===== src/rtl/burst_col_pkg.sv =====
package burst_col_pkg;
  // Length code that selects an unbounded (full-page) burst.
  localparam logic [2:0] LEN_FULL = 3'd7;

  // Control-to-datapath strobes.
  typedef struct packed {
    logic load;     // capture a new burst configuration
    logic advance;  // step to the next beat
  } dpStrobe_t;
endpackage


===== src/rtl/burst_col_ctrl.sv =====
module burst_col_ctrl
  import burst_col_pkg::*;
#(
  parameter int unsigned LEN_W      = 3,
  parameter int unsigned MAX_LOG_BL = 3
) (
  input  logic             clk,
  input  logic             rst_n,
  input  logic             cmdValid,
  input  logic [LEN_W-1:0] lenCode,
  input  logic             ilvOrder,
  input  logic             stopCmd,
  input  logic             atEnd,
  output dpStrobe_t        strobe,
  output logic             busy,
  output logic             lastBeat
);
  logic isFixed;
  logic isFull;
  logic cmdLegal;
  logic accept;

  assign isFixed  = (lenCode <= LEN_W'(MAX_LOG_BL));
  assign isFull   = (lenCode == LEN_W'(LEN_FULL)) && !ilvOrder;
  assign cmdLegal = isFixed || isFull;
  assign accept   = cmdValid && cmdLegal;

  assign strobe.load    = accept;
  assign strobe.advance = busy && !accept;
  assign lastBeat       = busy && atEnd;

  always_ff @(posedge clk) begin
    if (!rst_n) begin
      busy <= 1'b0;
    end else if (accept) begin
      busy <= 1'b1;
    end else if (stopCmd || lastBeat) begin
      busy <= 1'b0;
    end
  end
endmodule


===== src/rtl/burst_col_dp.sv =====
module burst_col_dp
  import burst_col_pkg::*;
#(
  parameter int unsigned COL_W = 8,
  parameter int unsigned LEN_W = 3
) (
  input  logic             clk,
  input  logic             rst_n,
  input  dpStrobe_t        strobe,
  input  logic [COL_W-1:0] startCol,
  input  logic [LEN_W-1:0] lenCode,
  input  logic             ilvOrder,
  output logic [COL_W-1:0] nextCol,
  output logic             atEnd
);
  localparam logic [COL_W-1:0] ALL_ONES = {COL_W{1'b1}};

  logic [COL_W-1:0] startReg;
  logic [COL_W-1:0] maskReg;
  logic [COL_W-1:0] beatCnt;
  logic             ilvReg;
  logic             fullReg;
  logic [COL_W-1:0] loadMask;
  logic             loadFull;
  logic [COL_W-1:0] seqCol;

  assign loadFull = (lenCode == LEN_W'(LEN_FULL));
  assign loadMask = loadFull ? ALL_ONES : ((COL_W'(1) << lenCode) - COL_W'(1));

  always_ff @(posedge clk) begin
    if (!rst_n) begin
      startReg <= '0;
      maskReg  <= '0;
      beatCnt  <= '0;
      ilvReg   <= 1'b0;
      fullReg  <= 1'b0;
    end else if (strobe.load) begin
      startReg <= startCol;
      maskReg  <= loadMask;
      beatCnt  <= '0;
      ilvReg   <= ilvOrder;
      fullReg  <= loadFull;
    end else if (strobe.advance) begin
      beatCnt  <= beatCnt + COL_W'(1);
    end
  end

  assign seqCol  = (startReg & ~maskReg) | ((startReg + beatCnt) & maskReg);
  assign nextCol = ilvReg ? (startReg ^ beatCnt) : seqCol;
  assign atEnd   = !fullReg && (beatCnt == maskReg);
endmodule


===== src/rtl/burst_col_gen.sv =====
module burst_col_gen
  import burst_col_pkg::*;
#(
  parameter int unsigned COL_W      = 8,
  parameter int unsigned LEN_W      = 3,
  parameter int unsigned MAX_LOG_BL = 3
) (
  input  logic             clk,
  input  logic             rst_n,
  input  logic             cmdValid,
  input  logic [COL_W-1:0] startCol,
  input  logic [LEN_W-1:0] lenCode,
  input  logic             ilvOrder,
  input  logic             stopCmd,
  output logic [COL_W-1:0] colAddr,
  output logic             lastBeat,
  output logic             busy
);
  dpStrobe_t        strobe;
  logic             atEnd;
  logic [COL_W-1:0] dpCol;

  burst_col_ctrl #(.LEN_W(LEN_W), .MAX_LOG_BL(MAX_LOG_BL)) i_ctrl (
    .clk(clk), .rst_n(rst_n), .cmdValid(cmdValid), .lenCode(lenCode),
    .ilvOrder(ilvOrder), .stopCmd(stopCmd), .atEnd(atEnd),
    .strobe(strobe), .busy(busy), .lastBeat(lastBeat)
  );

  burst_col_dp #(.COL_W(COL_W), .LEN_W(LEN_W)) i_dp (
    .clk(clk), .rst_n(rst_n), .strobe(strobe), .startCol(startCol),
    .lenCode(lenCode), .ilvOrder(ilvOrder), .nextCol(dpCol), .atEnd(atEnd)
  );

  assign colAddr = busy ? dpCol : '0;
endmodule


===== config.mk =====
export PLATFORM = sky130hd
export DESIGN_NAME = burst_col_gen
export DESIGN_NICKNAME = d
export VERILOG_FILES = /design/src/rtl/burst_col_pkg.sv /design/src/rtl/burst_col_ctrl.sv /design/src/rtl/burst_col_dp.sv /design/src/rtl/burst_col_gen.sv
export SDC_FILE = /design/constraint.sdc
export NUM_CORES = 1
export LEC_CHECK = 0
export ABC_AREA = 1
export BUFFER_PORTS_ARGS = -buffer_cell sky130_fd_sc_hd__buf_2
export CORE_ASPECT_RATIO = 1.4
export CORE_UTILIZATION = 30
export CTS_CLUSTER_DIAMETER = 100
export DETAILED_ROUTE_END_ITERATION = 10
export PLACE_DENSITY_LB_ADDON = 0.05
export SLEW_MARGIN = 5
export SYNTH_ARGS = -nofsm -noshare
export SYNTH_HDL_FRONTEND = slang
export SYNTH_HIERARCHICAL = 1
export SYNTH_SLANG_ARGS = --single-unit

===== constraint.sdc =====
create_clock -name clk -period 5 [get_ports clk]
set_input_delay 0.75 -clock clk [delete_from_list [all_inputs] [get_ports clk]]
set_output_delay 0.75 -clock clk [all_outputs]
set_load 0.005 [all_outputs]

==> results.toml, run 1 <==
[floorplanning]
die_w_um = 66.7
coreArea_um2 = 5570
rows = 32
fp.dieH_um = 92.6
io_pins = 26
dieArea_um2 = 6180
start_util_pct = 31.6

[place]
io_buffers = 25
place_congestion = 0.765
placed_area_um2 = 1940
place.detailed.hpwl_mm = 3.75
dp_cells = 360

[power_and_ir_drop]
total_power_mw = 0.448
p_sw_mw = 0.137
combPwrFrac_pct = 17.5
seqPwrFrac_pct = 52.6
power.density_nw_per_um2 = 226
switching_share_pct = 30.5
ir_drop_v = 0.0000799
leakagePower_nw = 1.02
p_clk_share_pct = 29.9
power.internal_mw = 0.312

[final_layout]
antennaDiodeCount = 0
finalInstanceArea_um2 = 1990
most-common-layout-cells = "nand2_1, inv_1, dfxtp_1"
layout_commonest_cell = "nand2_1"
synthToLayoutAreaGrowth_pct = 12.8
drive_gt1_share_pct = 14.2
instances_no_fill = 364
fin_nets = 323

[clock_tree]
cts.sinks = 27
clock_path_buffers = 2
htree_levels = 1
post-cts-setup-buffers = 0
cts_resized = 0
cts_tree = "yes"
root_buffer = "clkbuf_8"
cts-buffers-inserted = 3
postCtsHoldBufs = 0
clkLatencyLatePin_ns = 0.28
clk_pin_slew_ns = 0.11

[sta]
tightest_slew_ns = 0.592
timing.fmax_ghz = 0.329
hold_violations = 0
report.final.slew_viol_count = 0
fin_crit_sh_pct = 60.8
rsz0062_at_grt = "no"
fin_skew_ns = 0.00893
slew_headroom_pct = 60.5
fin_hold_ws_ns = 0.475
tns_ns = 0
finalCriticalPeriod_ns = 3.04
setup_viol = 0

[logic_synthesis]
yosys_warnings = 6
ys.flop_type = "dfxtp_1"
synth-simple-area-share_pct = 27.0
syn_area_per_cell_um2 = 6.47
syn-instance-count = 272
async_reset_ff_share_pct = 0
synth_top_cell_by_area = "dfxtp_1"
ys_ff_latch = 27
synth-seq-area-share_pct = 30.7
synth_mux_area_share_pct = 0
syn_area_um2 = 1760
synthXorXnorAreaFrac_pct = 1.99
synth_fa_ha_area_share_pct = 7.53
yosysTopAreaCellShare_pct = 30.7
synthDistinctLibCells = 33
yosys-top-cells-area = "dfxtp_1, nand2_1, inv_1"
synth_enable_flop_cells = 0
synth_nets = 298
synth_compound_area_share_pct = 18.3
synth_top_family_by_area = "simple AND/OR/NAND/NOR gates"

[min_path]
min_path_cells = 2
min-delay-start = "i_dp/startReg[6]"
worstHoldEndpoint = "i_dp/startReg[6]"
hold_path.class = "flop to flop"

[route]
drtIter0Drc = 55
drc = 0
viasPerCell = 4.67
drtAntennaViolNets = 0
dr.pass1.iters = 4
wl_per_cell_um = 13.2
wirelength_mm = 4.82
vias = 1701

[grt]
grt_pass1_vias = 1641
gr-total-overflow = 0
grt_max_degree = 18
grt_pass1_wl_mm = 7.93
antenna_found_initial = 0
track_usage_pct = 17.4

[critical_path]
regToRegSetupSlack_ns = 2.99
cp-end-kind = "output port"
ff2ff_path_depth = 7
worst-setup-path-type = "flop to output port"
startpoint_type = "flop"
cp_max_fo = 7
worstPathRequired_ns = 4.25
critPathArrivalTime_ns = 2.29
r2r_start = "i_ctrl/busy"
r2r-end = "i_dp/beatCnt[6]"

[flow_run]
maxCapViolCount = 0

[status]
status = "finished, final reports clean"
[synth_stat cells (2+ instances only)]
master,number
inv_2,3
nor3_1,3
o21ai_0,19
xnor2_1,3
nand3_1,16
nand2_2,4
o22ai_1,9
ha_1,9
a21oi_1,21
nand2_1,60
dfxtp_1,27
inv_1,55
buf_2,2
nor2_1,21
nor2_2,2
[final cells by class]
class / count / area (µm²)
clock buffers: 3 / 41.3
clock inverters: 1 / 7.51
fillers: 627 / 3580
inverters: 59 / 221
multi-input cells: 181 / 965
flip-flops and latches: 27 / 541
well taps: 68 / 85.1
repair buffers: 25 / 125
[worst max path at each step]
stage / startpoint / to / slack (ns) / cells after the start
after global placement: i_dp/beatCnt[0] / colAddr[6] / 2.33 / 15
after global routing: i_dp/beatCnt[0] / colAddr[6] / 1.72 / 15
after CTS: i_dp/beatCnt[0] / colAddr[6] / 1.96 / 15
after floorplan: i_dp/beatCnt[0] / colAddr[6] / 2.61 / 14
after detailed placement: i_dp/beatCnt[0] / colAddr[6] / 2.30 / 15
final: i_dp/beatCnt[0] / colAddr[6] / 1.96 / 15
[cell families (layout without fill, tap and decap cells)]
family | count (synthesis) | count (layout)
AND/OR/NAND/NOR | 110 | 110
buffers and inverters | 64 | 88
AO/OA/AOI/OAI | 57 | 57
flip-flops | 27 | 27
adder cells (fa/ha/maj) | 10 | 10
XOR/XNOR | 4 | 4
[flip-flops by register name (all words and copies together) (netlist names)]
| register | flops |
|---|---|
| i_dp/fullReg | 1 |
| i_dp/ilvReg | 1 |
| i_ctrl/busy | 1 |
| i_dp/startReg | 8 |
| i_dp/maskReg | 8 |
| i_dp/beatCnt | 8 |
[metrics by stage]
stage / worst slack (ns) / utilization, %
after floorplan: 2.61 / -
after global placement: 2.33 / 34.8
after detailed placement: 2.30 / 34.8
after CTS: 1.96 / 35.7
after global routing: 1.72 / 35.7
final: 1.96 / 35.7
[critical path, stage by stage, from the launching register on]
cell,delay (ns)
dfxtp_1,0.47
ha_1,0.22
inv_1,0.06
fa_1,0.40
inv_1,0.10
nand3_1,0.08
nand2_1,0.11
nand3_1,0.10
nand2_1,0.07
nand2_1,0.04
nand3_1,0.06
nand2_1,0.05
nand2_1,0.05
nand2_1,0.05
inv_1,0.06
buf_2,0.10
[layer usage]
metal	wire length, µm	vias to the layer above	track usage (%)
met1	2270	750	21.1
met4	77	0	5.50
li1	-	914	-
met5	0	-	0
met2	2330	31	30.6
met3	148	6	2.34
[power by group through the flow]
stage | Combinational, mW | Sequential (mW) | Clock, mW
floorplan | 0.0576 | 0.235 | 0
global placement | 0.0798 | 0.241 | 0
detailed placement | 0.0795 | 0.241 | 0
CTS | 0.0800 | 0.236 | 0.138
global route | 0.0914 | 0.237 | 0.143
finish | 0.0784 | 0.236 | 0.134
No activity file was read; power rests on OpenSTA's default activity.
==> inputs of run 2 (changes only) <==
ABC_AREA = 0   (was 1)
clock period = 2.9 ns   (was 5 ns; I/O delays follow)
==> run 2 against run 1 <==
Sequential cell count unchanged. Critical path depth decreased by 5. Die area increased by 1.5%. Clock-buffer cell count increased by 1. Routed wire length decreased by 7.9%. Via count decreased by 8.8%. Register-to-register slack got worse by 2.0 ns. First-iteration DRC count decreased by 27%. Total power increased by 72%. Hold slack got worse by 0.060 ns. Critical endpoint unchanged.
==> results.toml, run 2 <==
[status]
status = "finished, final reports clean"

[final_layout]
reg_top3 = "i_dp/beatCnt (8), i_dp/maskReg (8), i_dp/startReg (8)"
antennaDiodeCount = 0
finalInstanceArea_um2 = 2040
drive_gt1_share_pct = 16.7
layout_commonest_cell = "dfxtp_1"
synthToLayoutAreaGrowth_pct = 13.9
fin_nets = 266
n_fill_cell = 599
most-common-layout-cells = "dfxtp_1, buf_2, nor2_1"

[floorplanning]
rows = 32
die_w_um = 67.2
coreArea_um2 = 5650
dieArea_um2 = 6280
start_util_pct = 31.7
fp.dieH_um = 93.3
io_pins = 26

[sta]
report.final.slew_viol_count = 0
tns_ns = 0
slew_headroom_pct = 68.0
fin_crit_sh_pct = 94.4
timing.fmax_ghz = 0.365
hold_violations = 0
finalCriticalPeriod_ns = 2.74
tightest_slew_ns = 0.479
setup_viol = 0
rsz0062_at_grt = "no"
fin_skew_ns = 0.00132
finalWorstSetupSlack_ns = 0.162
fin_hold_ws_ns = 0.414

[min_path]
min_path_cells = 3
min-delay-start = "startCol[3]"
hold_path.class = "input pin to flop"
worstHoldEndpoint = "i_dp/startReg[3]"

[logic_synthesis]
synth_top_cell_by_area = "dfxtp_1"
yosysMostFrequentCell = "dfxtp_1"
synth_nets = 242
synthXorXnorAreaFrac_pct = 6.86
ys_ff_latch = 27
syn_area_per_cell_um2 = 8.28
synth_compound_area_share_pct = 17.8
synth-seq-area-share_pct = 30.2
yosys-top-cells-area = "dfxtp_1, mux2i_1, ha_1"
synth_mux_area_share_pct = 7.35
async_reset_ff_share_pct = 0
syn-instance-count = 216
synth_enable_flop_cells = 0
synthDistinctLibCells = 46
synth_fa_ha_area_share_pct = 7.42
yosys_warnings = 6
synth-simple-area-share_pct = 26.4
yosysTopAreaCellShare_pct = 30.2
synth_top_family_by_area = "simple AND/OR/NAND/NOR gates"
synthTopCellsByCount = "dfxtp_1, nor2_1, nor2b_1"
syn_area_um2 = 1790
ys.flop_type = "dfxtp_1"

[grt]
grt_max_degree = 21
grt_pass1_wl_mm = 7.15
track_usage_pct = 15.4
grt_pass1_vias = 1476
antenna_found_initial = 0
gr-total-overflow = 0

[critical_path]
cp-end-kind = "output port"
critPathSlowestCell = "dfxtp_2"
critPathArrivalTime_ns = 2.30
regToRegSetupSlack_ns = 1.00
path_buf_inv = 2
crit_chain = "ha_1 > inv_1 > fa_1 > nor2b_1 > o21ai_1 > a21oi_1 > or3_1 > nand3_1 > and2_1 > buf_2"
r2r_start = "i_ctrl/busy"
startpoint_type = "flop"
worstPathRequired_ns = 2.47
cp_max_fo = 5
r2r-end = "i_dp/beatCnt[7]"
critPathMaxStageDelay_ns = 0.40
ff2ff_path_depth = 5
worst-setup-path-type = "flop to output port"
cp_top_family = "adder cells"

[power_and_ir_drop]
leakagePower_nw = 0.844
power.density_nw_per_um2 = 378
ir_drop_v = 0.000162
total_power_mw = 0.769

[route]
drtAntennaViolNets = 0
wirelength_mm = 4.44
dr.pass1.iters = 4
vias = 1552
drc = 0
drtIter0Drc = 40
wl_per_cell_um = 14.4
viasPerCell = 5.06

[flow_run]
maxCapViolCount = 0

[place]
place_ws_ns = 0.370
place_congestion = 0.725
placed_area_um2 = 1990
place.detailed.hpwl_mm = 3.40
io_buffers = 25

[clock_tree]
postCtsHoldBufs = 0
cts_tree = "yes"
cts-buffers-inserted = 3
htree_levels = 1
clkLatencyLatePin_ns = 0.27
cts.sinks = 27
root_buffer = "clkbuf_8"
post-cts-setup-buffers = 0
clock_path_buffers = 2
clk_pin_slew_ns = 0.09
run 2: changes by cell type after synthesis, sizes merged, moves of 5 or more:
cell / previous run / this run
a21oi: 22 / 12
and2: 0 / 10
clkbuf: 1 / 7
inv: 58 / 6
mux2i: 0 / 12
nand2: 64 / 13
nand3: 17 / 5
nand4: 0 / 5
nor2: 24 / 19
nor2b: 0 / 17
o21ai: 19 / 11
o22ai: 9 / 0
xnor2: 3 / 10
run 2: area by class of cell:
cell class                 count  area, µm²  area share, %
clock buffer                   4       45.0           2.21
inverter                       6       22.5           1.11
multi-input combinational    172       1180           57.9
sequential                    27        542           26.6
tap                           68       85.1           4.18
timing repair buffer          30        163           7.99
run 2: how the worst max path moves through the flow:
stage / cells past startpoint / slack (ns) / startpoint / end
global route: 8 / 0.01 / i_dp/beatCnt[1] / colAddr[7]
CTS: 10 / 0.05 / i_dp/beatCnt[0] / colAddr[6]
finish: 10 / 0.16 / i_dp/beatCnt[0] / colAddr[6]
detailed placement: 10 / 0.37 / i_dp/beatCnt[0] / colAddr[6]
global placement: 10 / 0.41 / i_dp/beatCnt[0] / colAddr[6]
floorplan: 9 / 0.73 / i_dp/beatCnt[0] / colAddr[4]
run 2: metal layers:
metal / GRT usage [%] / part of all wire, % / vias to the layer above
li1: - / - / 810
met1: 19.6 / 49 / 721
met2: 26.1 / 49 / 19
met3: 2.20 / 1.7 / 2
met4: 4.79 / 0.72 / 0
met5: 0 / 0 / -
run 2: kinds of logic (layout without fill, tap and decap cells):
family | Yosys count | count (layout)
and+or+nand+nor | 88 | 88
DFF | 27 | 27
buffers and inverters | 17 | 40
AOI/OAI and AO/OA | 47 | 47
muxes | 13 | 13
xor gates and xnor gates | 14 | 14
adders and majority gates | 10 | 10
run 2: report_power, final:
group	switching (mW)	internal, mW
clock	0.120	0.0986
combinational	0.0707	0.0707
sequential	0.0227	0.387
total	0.213	0.556
run 2: stage by stage:
step | instances | utilization (%)
3_3_place_gp | 303 | 35.3
4_1_cts | 307 | 36.1
5_1_grt | 307 | 36.1
3_5_place_dp | 303 | 35.3
2_1_floorplan | 216 | -
6_report | 307 | 36.1
run 2: what timing repair did:
action / 4_1_cts / 5_1_grt
endpoints found under the hold margin: 0 / 0
resized for setup: 0 / 1
setup endpoints to repair: 0 / 2
run 2: tightest hold or removal path: cells and delay by family:
kind / cells / cell delay [ns]
AND/OR/NAND/NOR: 1 / 0.09
buffers and inverters: 1 / 0.08
multiplexers: 1 / 0.05
==> inputs of run 3 (changes only) <==
clock period = 2.3 ns   (was 2.9 ns; I/O delays follow)
==> run 3 against run 2 <==
The flow now finishes with violations (setup timing). Clock power is 28% higher. Hold slack worse by 0.097 ns. Via count is 3.5% higher. Non-clock buffer count is 13 higher. Setup slack worse by 0.32 ns. First-iteration DRC count is 20% lower.
==> results.toml, run 3 (synthesis gave the netlist of run 2 again) <==
[floorplanning]
dieArea_um2 = 6280
coreArea_um2 = 5650
rows = 32
die_w_um = 67.2
io_pins = 26
fp.dieH_um = 93.3
start_util_pct = 31.7

[critical_path]
critPathSlowestCell = "dfxtp_4"
r2r_start = "i_dp/beatCnt[0]"
startpoint_type = "flop"
critPathMaxStageDelay_ns = 0.37
regToRegSetupSlack_ns = 0.53
crit_chain = "ha_4 > a211oi_2 > o21ai_2 > o311a_1 > a221oi_2 > xnor2_1 > and2_1 > buf_2"
ff2ff_path_depth = 6
r2r-end = "i_ctrl/busy"
cp-end-kind = "output port"
worst-setup-path-type = "flop to output port"
worstPathRequired_ns = 1.96
critPathArrivalTime_ns = 2.11
cp_max_fo = 3

[power_and_ir_drop]
leakagePower_nw = 0.908
combPwrFrac_pct = 20.7
power.internal_mw = 0.715
ir_drop_v = 0.000173
power.density_nw_per_um2 = 445
switching_share_pct = 28.5
p_clk_share_pct = 27.9
seqPwrFrac_pct = 51.4
p_sw_mw = 0.285

[place]
io_buffers = 25
placed_area_um2 = 2050
place_ws_ns = 0.0475
place.detailed.hpwl_mm = 3.62
place_congestion = 0.768

[clock_tree]
clk_pin_slew_ns = 0.10
cts_tree = "yes"
clkLatencyLatePin_ns = 0.27
cts-buffers-inserted = 3
htree_levels = 1
cts.sinks = 27
clock_path_buffers = 2
postCtsHoldBufs = 0
root_buffer = "clkbuf_8"

[sta]
fin_hold_ws_ns = 0.317
hold_violations = 0
setup_viol = 3
rsz0062_at_grt = "yes"
fin_crit_sh_pct = 107
finalCriticalPeriod_ns = 2.46
finalWorstSetupSlack_ns = -0.156
tightest_slew_ns = 0.516
slew_headroom_pct = 65.3
tns_ns = -0.230
fin_skew_ns = 0.00144
timing.fmax_ghz = 0.407
report.final.slew_viol_count = 0

[grt]
grt_pass1_wl_mm = 8.17
grt_max_degree = 21
track_usage_pct = 17.4
antenna_found_initial = 0
grt_pass1_vias = 1664
gr-total-overflow = 0

[min_path]
worstHoldEndpoint = "i_dp/startReg[3]"
hold_path.class = "input pin to flop"
min_path_cells = 3
min-delay-start = "startCol[3]"

[final_layout]
synthToLayoutAreaGrowth_pct = 25.8
fin_nets = 279
drive_gt1_share_pct = 29.8
antennaDiodeCount = 0
multi_input_area_um2 = 1280
layout_commonest_cell = "buf_2"
n_fill_cell = 596
most-common-layout-cells = "buf_2, nor2_1, buf_4"
reg_top3 = "i_dp/beatCnt (8), i_dp/maskReg (8), i_dp/startReg (8)"
finalInstanceArea_um2 = 2250
regArea_um2 = 558

[route]
drtIter0Drc = 32
viasPerCell = 5.02
wirelength_mm = 4.81
vias = 1607
drc = 0
drtAntennaViolNets = 0
wl_per_cell_um = 15.0
dr.pass1.iters = 4

[status]
violations = "setup timing"
status = "finished with violations"

[flow_run]
maxCapViolCount = 0
-- run 3: power groups by stage --
stage,clock (mW),combinational (mW),sequential [mW]
2_1_floorplan,0,0.134,0.515
3_3_place_gp,0,0.197,0.523
3_5_place_dp,0,0.195,0.523
4_1_cts,0.297,0.206,0.515
5_1_grt,0.316,0.231,0.518
6_report,0.279,0.207,0.514
-- run 3: worst max-delay path by stage --
stage,startpoint,endpoint,slack (ns),depth (start not counted)
6_report,i_dp/startReg[1],colAddr[7],-0.16,8
5_1_grt,i_dp/startReg[1],colAddr[7],-0.25,8
4_1_cts,i_dp/startReg[1],colAddr[7],-0.18,8
3_5_place_dp,i_dp/startReg[0],colAddr[7],0.05,9
3_3_place_gp,i_dp/startReg[0],colAddr[7],0.06,9
2_1_floorplan,i_dp/beatCnt[0],colAddr[4],0.22,9
-- run 3: worst max-delay path: cells and delay by family (launching register included) --
kind,cells,cell delay [ns]
AO/OA/AOI/OAI,4,0.86
buffers and inverters,1,0.10
flip-flops,1,0.37
AND/OR/NAND/NOR,1,0.13
XOR/XNOR,1,0.14
adder cells (fa/ha/maj),1,0.24
-- run 3: what timing repair did --
item                                    CTS  global route
endpoints found under the setup margin    4             6
endpoints found under the hold margin     0             0
pin swaps                                 7             6
buffers inserted                          5             1
gates resized for setup                  20             6
-- run 3: cell type report --
type / count / share of cell area, %
flip-flops and latches: 27 / 24.8
inverters: 6 / 1.00
well taps: 68 / 3.78
multi-input cells: 172 / 56.8
repair buffers: 43 / 11.6
clock buffers: 4 / 2.00
-- run 3: metal layers --
metal	part of all wire (%)	vias up	routed length (µm)	global-route usage [%]
met5	0	-	0	0
met1	47	743	2240	21.4
li1	-	829	-	-
met2	48	26	2300	28.7
met4	2.3	0	109	7.62
met3	3.2	9	156	3.17
-- run 3: through the flow --
stage	util [%]	instances	total power, mW
5_1_grt	39.8	320	1.07
3_3_place_gp	36.3	311	0.720
2_1_floorplan	-	216	0.648
6_report	39.8	320	1.00
4_1_cts	39.3	319	1.02
3_5_place_dp	36.3	311	0.718
